`src/rtl/hs_pkg.sv`:
```
package hs_pkg;

    typedef enum logic [1:0] {
        HS_OFF    = 2'd0,
        HS_INRUSH = 2'd1,
        HS_OPER   = 2'd2
    } hs_mode_e;

    typedef struct packed {
        hs_mode_e mode;
        logic     gate;
        logic     conv_rel;
        logic     t2_act;
    } hs_state_t;

endpackage

```
`src/rtl/hs_uvlo.sv`:
```
module hs_uvlo #(
    parameter int W    = 10,
    parameter int RISE = 381,
    parameter int FALL = 320
) (
    input  logic         clk,
    input  logic         rst_n,
    input  logic [W-1:0] code,
    output logic         ok
);
    localparam logic [W-1:0] RISE_C = W'(RISE);
    localparam logic [W-1:0] FALL_C = W'(FALL);

    logic ok_d, ok_q;

    always_comb begin
        if (ok_q) ok_d = (code >= FALL_C);
        else      ok_d = (code >  RISE_C);
    end

    always_ff @(posedge clk or negedge rst_n) begin
        if (!rst_n) ok_q <= 1'b0;
        else        ok_q <= ok_d;
    end

    assign ok = ok_q;

    // Inside the band the flag keeps its value
    p_band_hold_r1: assert property (@(posedge clk) disable iff (!rst_n)
        (code >= FALL_C && code <= RISE_C) |=> (ok_q == $past(ok_q)));

endmodule

```
`src/rtl/hs_deglitch.sv`:
```
module hs_deglitch #(
    parameter int LIMIT = 730
) (
    input  logic clk,
    input  logic rst_n,
    input  logic cond,
    output logic expire
);
    localparam int             CW   = $clog2(LIMIT + 1);
    localparam logic [CW-1:0]  LAST = CW'(LIMIT - 1);

    logic [CW-1:0] cnt_d, cnt_q;

    always_comb begin
        expire = cond && (cnt_q == LAST);
        if (!cond)       cnt_d = '0;
        else if (expire) cnt_d = '0;
        else             cnt_d = cnt_q + 1'b1;
    end

    always_ff @(posedge clk or negedge rst_n) begin
        if (!rst_n) cnt_q <= '0;
        else        cnt_q <= cnt_d;
    end

    p_clear_on_drop_r8: assert property (@(posedge clk) disable iff (!rst_n)
        !cond |=> (cnt_q == '0));

    p_count_bound_r8: assert property (@(posedge clk) disable iff (!rst_n)
        cnt_q <= LAST);

endmodule

```
`src/rtl/hs_sequencer.sv`:
```
module hs_sequencer #(
    parameter int V_W        = 10,
    parameter int I_W        = 10,
    parameter int CYC_PER_US = 2,
    parameter int UV_RISE    = 381,
    parameter int UV_FALL    = 320,
    parameter int INRUSH_LIM = 140,
    parameter int TERM_PCT   = 90,
    parameter int FOLD_CODE  = 120,
    parameter int GATE_US    = 365,
    parameter int FOLD_US    = 800
) (
    input  logic           clk,
    input  logic           rst_n,
    input  logic [V_W-1:0] vin_code,
    input  logic [V_W-1:0] vret_code,
    input  logic [I_W-1:0] isns_code,
    input  logic           at_limit,
    input  logic           aux_ready,
    input  logic           over_temp,
    input  logic           sw_enable,
    input  logic           t2_latched,
    output logic [1:0]     sw_mode,
    output logic           aux_gate_en,
    output logic           conv_off_n,
    output logic           t2_ind_n
);
    import hs_pkg::*;

    localparam int             GATE_CYC = GATE_US * CYC_PER_US;
    localparam int             FOLD_CYC = FOLD_US * CYC_PER_US;
    localparam logic [I_W-1:0] TERM_C   = I_W'((INRUSH_LIM * TERM_PCT) / 100);
    localparam logic [V_W-1:0] FOLD_C   = V_W'(FOLD_CODE);

    hs_state_t st_d, st_q;
    logic      uv_ok;
    logic      kill;
    logic      fold_cond, fold_exp;
    logic      gate_cond, gate_exp;

    hs_uvlo #(.W(V_W), .RISE(UV_RISE), .FALL(UV_FALL)) u_uvlo (
        .clk  (clk),
        .rst_n(rst_n),
        .code (vin_code),
        .ok   (uv_ok)
    );

    assign fold_cond = (st_q.mode == HS_OPER) && (vret_code > FOLD_C);
    assign gate_cond = (st_q.mode == HS_OPER) && st_q.gate && at_limit;

    hs_deglitch #(.LIMIT(FOLD_CYC)) u_fold_tmr (
        .clk   (clk),
        .rst_n (rst_n),
        .cond  (fold_cond),
        .expire(fold_exp)
    );

    hs_deglitch #(.LIMIT(GATE_CYC)) u_gate_tmr (
        .clk   (clk),
        .rst_n (rst_n),
        .cond  (gate_cond),
        .expire(gate_exp)
    );

    always_comb begin
        kill = over_temp || !sw_enable || !uv_ok;
        st_d = st_q;

        unique case (st_q.mode)
            HS_OFF: begin
                if (!kill) st_d.mode = HS_INRUSH;
            end
            HS_INRUSH: begin
                if (kill)                    st_d.mode = HS_OFF;
                else if (isns_code < TERM_C) st_d.mode = HS_OPER;
            end
            HS_OPER: begin
                if (kill)          st_d.mode = HS_OFF;
                else if (fold_exp) st_d.mode = HS_INRUSH;
            end
            default: st_d.mode = HS_OFF;
        endcase

        st_d.gate     = (st_d.mode == HS_OPER) &&
                        ((st_q.mode == HS_INRUSH) || (st_q.gate && !gate_exp));
        st_d.conv_rel = (st_d.mode == HS_OPER) && (st_q.conv_rel || aux_ready);
        st_d.t2_act   = t2_latched && (st_d.mode != HS_INRUSH) && !over_temp;
    end

    always_ff @(posedge clk or negedge rst_n) begin
        if (!rst_n) begin
            st_q.mode     <= HS_OFF;
            st_q.gate     <= 1'b0;
            st_q.conv_rel <= 1'b0;
            st_q.t2_act   <= 1'b0;
        end else begin
            st_q <= st_d;
        end
    end

    assign sw_mode     = st_q.mode;
    assign aux_gate_en = st_q.gate;
    assign conv_off_n  = st_q.conv_rel;
    assign t2_ind_n    = !st_q.t2_act;

    p_gate_only_oper_r4: assert property (@(posedge clk) disable iff (!rst_n)
        aux_gate_en |-> (sw_mode == HS_OPER));

    p_conv_only_oper_r5: assert property (@(posedge clk) disable iff (!rst_n)
        conv_off_n |-> (sw_mode == HS_OPER));

    p_shutdown_r9: assert property (@(posedge clk) disable iff (!rst_n)
        (over_temp || !sw_enable) |=> (sw_mode == HS_OFF && !aux_gate_en));

    p_gate_after_inrush_r10: assert property (@(posedge clk) disable iff (!rst_n)
        $rose(aux_gate_en) |-> ($past(sw_mode) == HS_INRUSH));

    p_no_skip_r12: assert property (@(posedge clk) disable iff (!rst_n)
        (sw_mode == HS_OFF) |=> (sw_mode != HS_OPER));

    p_t2_quiet_inrush_r11: assert property (@(posedge clk) disable iff (!rst_n)
        (sw_mode == HS_INRUSH) |-> t2_ind_n);

endmodule

```
`config.mk`:
```
export PLATFORM = sky130hd
export DESIGN_NAME = hs_sequencer
export DESIGN_NICKNAME = d
export VERILOG_FILES = /design/src/rtl/hs_pkg.sv /design/src/rtl/hs_uvlo.sv /design/src/rtl/hs_deglitch.sv /design/src/rtl/hs_sequencer.sv
export SDC_FILE = /design/constraint.sdc
export NUM_CORES = 1
export LEC_CHECK = 0
export CAP_MARGIN = 25
export CORE_MARGIN = 2
export CORE_UTILIZATION = 25
export DETAILED_ROUTE_END_ITERATION = 8
export DONT_BUFFER_PORTS = 1
export PLACE_DENSITY_LB_ADDON = 0.1
export SLEW_MARGIN = 5
export SYNTH_ARGS = -nofsm -noshare
export SYNTH_HDL_FRONTEND = slang
export SYNTH_SLANG_ARGS = --single-unit
```
`constraint.sdc`:
```
create_clock -name clk -period 1.9 [get_ports clk]
set_clock_uncertainty 0.05 [all_clocks]
set_input_delay 0.285 -clock clk [delete_from_list [all_inputs] [get_ports clk]]
set_output_delay 0.285 -clock clk [all_outputs]
set_load 0.02 [all_outputs]
```
* After elaboration in Yosys (flattened, before gate mapping)
Index checks and enable logic that the tools add are counted.
Word-level totals: output and inout bits 5, register bits 27, input bits 37
Operators by class: muxes and demuxes 11, eq/ne operators 6, reductions and logical operators 20, magnitude comparators 4, add/subtract/negate cells 2
Operators by type and width (number):
- 11-bit 2-to-1 mux | 2
- 10-bit 2-to-1 mux | 2
- 11-bit by 1-bit adder with 11-bit output, second input constant | 1
- 11-bit equality test, second input constant | 1
- 10-bit by 1-bit adder with 10-bit output, second input constant | 1
- 10-bit equality test, second input constant | 1
- 10-bit by 9-bit greater-or-equal comparator with 1-bit output, second input constant | 1
- 10-bit by 7-bit > comparator with 1-bit output, second input constant | 1
- 10-bit by 9-bit > comparator with 1-bit output, second input constant | 1
- 1-bit logical AND | 10
- 10-bit by 7-bit less-than comparator with 1-bit output, second input constant | 1
- 2-bit 2-to-1 mux | 5
- 2-bit case mux with 3 select lines | 1
- 1-bit logical NOT | 5
- 2-bit equality test, second input constant | 2
- 1-bit logical OR | 4
- 2-bit by 1-bit equality test with 1-bit output, second input constant | 1
- 2-bit logical NOT | 1
- 2-bit by 1-bit != test with 1-bit output, second input constant | 1
- 1-bit 2-to-1 mux | 1

* Depth between registers and ports, before layout
depth in word-level cells 9, depth in mapped cells 6, mapped depth without buffers 6

* Cells and area by module
From an unflattened synthesis, not the netlist that was laid out.
Unflattened totals: cells, all modules 147, area, all modules 1490.2 µm²
By module, submodules not included:
- hs_deglitch at u_fold_tmr | instances 1, cells each 57, area each 608.1 µm², sequential area each 275.3 µm²
- hs_deglitch at u_gate_tmr | instances 1, cells each 50, area each 521.8 µm², sequential area each 250.2 µm²
- hs_sequencer | instances 1, cells each 34, area each 297.8 µm², sequential area each 125.1 µm²
- hs_uvlo | instances 1, cells each 6, area each 62.6 µm², sequential area each 25.0 µm²

* Worst setup path after synthesis
OpenSTA, ideal clock, no wires.
kind reg-to-reg, from register u_gate_tmr.cnt_q[2], to register st_q (netlist bit aux_gate_en), data required time 1.716 ns, path buffers 0, arrival time 1.379 ns, setup slack 0.337 ns, library setup time 0.134 ns, cell stages (with the launch flop) 5, cells stage by stage dfrtp_1 or2_1 or4_4 o221ai_2 a21oi_1
RTL lines:
- start, declared | RTL line hs_deglitch.sv:12 | logic [CW-1:0] cnt_d, cnt_q;
- start signal, assigned | RTL line hs_deglitch.sv:23 | else cnt_q <= cnt_d;
- end signal, assigned | RTL line hs_sequencer.sv:97 | st_q <= st_d;
- end, declared | RTL line hs_sequencer.sv:35 | hs_state_t st_d, st_q;

* Final worst setup path
from register u_gate_tmr.cnt_q[2], to register u_gate_tmr.cnt_q[6]
Between the ends: word-level cells in the longest chain between the ends 4, elaborated cells on any way between the ends 5, classes of those cells 1 x add/sub; 1 x eq/ne; 2 x mux; 1 x reduce/logical
Ends and longest elaborated chain:
- branches (longest 2 deep; another with 10-bit by 1-bit adder with 10-bit output)
- 10-bit 2-to-1 mux (*) | RTL line hs_deglitch.sv:17 | else if (expire) cnt_d = '0;
- 10-bit 2-to-1 mux (*) | RTL line hs_deglitch.sv:16 | if (!cond) cnt_d = '0;
- via u_gate_tmr.cnt_d[6] | RTL line hs_deglitch.sv:12
Mark *: on every way through the listed nets, which the timed path passes.

==> impl_metrics.toml <==
[critical_path]
startpoint_type = "register"
worstReg2RegEnd = "u_gate_tmr.cnt_q[6]$_DFF_PN0_"
r2r_setup_slack_ns = 0.23
cp_max_fo = 10
r2r-start = "u_gate_tmr.cnt_q[2]$_DFF_PN0_"
reg2reg_depth = 4
critical-path-max-stage-delay_ns = 0.57
arrival_ns = 1.78
cp.required_ns = 2.01
critPathKind = "reg -> reg"
cpLargestDelayFamily = "simple AND/OR/NAND/NOR gates"
end_kind = "register"
cp_slowest_cell = "or4_4"
cp_cell_sequence = "or2_1, or4_4, nand4_4, nor2_1"
cp_num_buf_inv = 0

[pwr]
intPower_mw = 0.746
irDropWorstVdd_v = 0.000260
powerDensity_nw_per_um2 = 624
p_leak_nw = 0.606
p_sw_mw = 0.204
power.share.clock = 0.346
combPwrFrac = 0.044
power.share.sequential = 0.610
p_sw_frac = 0.215

[routing]
firstDrtPassIters = 4
wl_um = 2550
vias = 980
drc = 0
vias_per_cell = 4.64
first_iter_violations = 43
antenna_left = 0
wire_per_inst_um = 12.1

[worst_hold_path]
hold_path_class = "in -> reg"
hold_path_depth = 1
worstHoldEndpoint = "st_q[0]$_DFF_PN0_"
hp-start = "over_temp"

[synthesis]
synth_sequential_area_ratio = 0.497
yosys_warnings = 0
syn_inst = 135
ys_types = 31
syn_area_um2 = 1360
syn_avg_cell_area_um2 = 10.1
ys_ff_latch = 27
syn_nets = 175

[die]
start_util = 0.263
pin_count = 42
die_w_um = 77.7
core_area_um2 = 5170
num_rows = 26
die_h_um = 77.7
die-area_um2 = 6040

[final_layout]
area_delta_synth_final_pct = 12.2
final_cell_count_no_fill = 211
antenna_cells = 0
fin_area_um2 = 1520
nets = 182
drive_above_1_share = 0.0851
fin_util = 0.295

[timing]
rsz0062_at_grt = "false"
max-slew-margin-rel = 0.729
fin_hold_ws_ns = 0.0197
tightest_slew_ns = 0.405
setup_tns_ns = 0
fin_crit_ns = 1.67
drv_slew = 0
finalCritPeriodShare = 0.877
hold_viol = 0
finalSetupViolCount = 0
max_freq_mhz = 600

[cts]
cts_tree = "done"
cts.htree.levels = 1
clkSinkCount = 27
cts_made_buffers = 3
path_clk_slew_ns = 0.09
clockRootBuffer = "clkbuf_8"
clkLatencyLatePin_ns = 0.27
postCtsResizedCells = 0
clock_path_buffers = 2

[placed_design]
hpwl_um = 1910
place_area_um2 = 1450
finalWeightedCongestion = 0.747
portBuffers = 0
dp_cells = 205

[run_status]
outcome = "finished clean"

[run]
maxCapViolations = 0

[global_routing]
antenna_found_initial = 0
grt_start_max_net_pins = 28
grt_pass1_wl_um = 4170
gr-total-overflow = 0
grt_pass1_vias = 953
globalRouteTotalUtil = 0.0889
-- layer usage --
layer	share of wire	track usage	wire (um)
met1	0.49	0.110	1260
met5	0	0	0
met3	0.070	0.0267	179
met2	0.42	0.140	1070
met4	0.019	0.0446	48
-- cell usage in the layout (no fill, tap or decap), drive strengths merged, types with 2 or more instances in the layout --
cell type   n
xnor2       7
nor2       25
nand3b      3
and3        3
buf         4
nor4b       2
dfrtp      27
a21o        3
ha          3
nand3       7
inv         5
xor2       10
nand2b      2
clkbuf      4
nor3        6
a21oi       2
nand2       7
nand4       8
-- through the flow --
stage / setup slack [ns] / power (mW)
detailed placement: 0.248 / 0.616
CTS: 0.228 / 0.971
finish: 0.235 / 0.951
floorplan: 0.337 / 0.613
global placement: 0.249 / 0.616
global route: 0.0753 / 1.01
-- state kept, by name, indices dropped and copies added, names as in the netlist --
signal and cells:
sw_mode 2, u_fold_tmr.cnt_q 11, st_q 1, u_gate_tmr.cnt_q 10, conv_off_n 1, aux_gate_en 1, u_uvlo.ok 1
-- how the worst max path moves through the flow --
stage	start	to	slack [ns]	cells past startpoint
6_report	u_gate_tmr.cnt_q[2]$_DFF_PN0_	u_gate_tmr.cnt_q[6]$_DFF_PN0_	0.23	4
2_1_floorplan	u_gate_tmr.cnt_q[2]$_DFF_PN0_	aux_gate_en$_DFF_PN0_	0.34	4
3_5_place_dp	u_gate_tmr.cnt_q[2]$_DFF_PN0_	u_gate_tmr.cnt_q[3]$_DFF_PN0_	0.25	4
4_1_cts	u_gate_tmr.cnt_q[2]$_DFF_PN0_	u_gate_tmr.cnt_q[6]$_DFF_PN0_	0.23	4
3_3_place_gp	u_gate_tmr.cnt_q[2]$_DFF_PN0_	u_gate_tmr.cnt_q[7]$_DFF_PN0_	0.25	4
5_1_grt	u_fold_tmr.cnt_q[7]$_DFF_PN0_	st_q[0]$_DFF_PN0_	0.08	4
-- kinds of logic after synthesis --
logic type | count (synthesis) | synth area share
AO/OA/AOI/OAI | 11 | 0.0672
XOR/XNOR | 17 | 0.110
adder cells (fa/ha/maj) | 3 | 0.0276
buffers and inverters | 8 | 0.0285
flip-flops | 27 | 0.497
AND/OR/NAND/NOR | 69 | 0.270
-- area by class of cell --
| class | count | area, um^2 |
|---|---|---|
| sequential | 27 | 676 |
| timing repair buffer | 5 | 52.6 |
| fill | 537 | 3650 |
| tap | 70 | 87.6 |
| inverter | 5 | 18.8 |
| multi-input combinational | 100 | 644 |
| clock buffer | 4 | 45.0 |
-- cell usage after synthesis --
cell        n  area (um^2)
nand2_1     7         26.3
a2111oi_1   1         10.0
xor2_1     10         87.6
a21o_1      3         22.5
and3_1      3         18.8
ha_1        3         37.5
or4_4       1         11.3
a21oi_1     2         10.0
nor2b_1     1         6.26
inv_1       5         18.8
o21ai_0     1         5.00
nand2b_1    2         12.5
or3_1       1         6.26
o21a_1      1         7.51
nand4_4     1         21.3
nor4_1      1         6.26
nand3b_1    3         22.5
o221ai_2    1         15.0
buf_2       1         5.00
nand3_1     7         35.0
or2_1       1         6.26
nor3_1      6         30.0
dfrtp_1    27          676
nor2_1     25         93.8
nand4_1     7         43.8
a31o_2      1         8.76
xnor2_1     7         61.3
buf_4       2         15.0
o31ai_2     1         12.5
nor4b_1     2         17.5
and4_1      1         8.76
-- power groups by stage --
stage	Combinational, mW	Clock [mW]	Sequential [mW]
after floorplan	0.0210	0	0.592
after global placement	0.0243	0	0.592
after detailed placement	0.0245	0	0.592
after CTS	0.0434	0.347	0.580
after global routing	0.0468	0.379	0.581
final	0.0414	0.329	0.580
-- repair_timing --
action	CTS	global route
hold buffers	2	0
hold endpoints to repair	27	0
buffers inserted	0	0
Note: power is estimated with default switching activity, not from simulation.
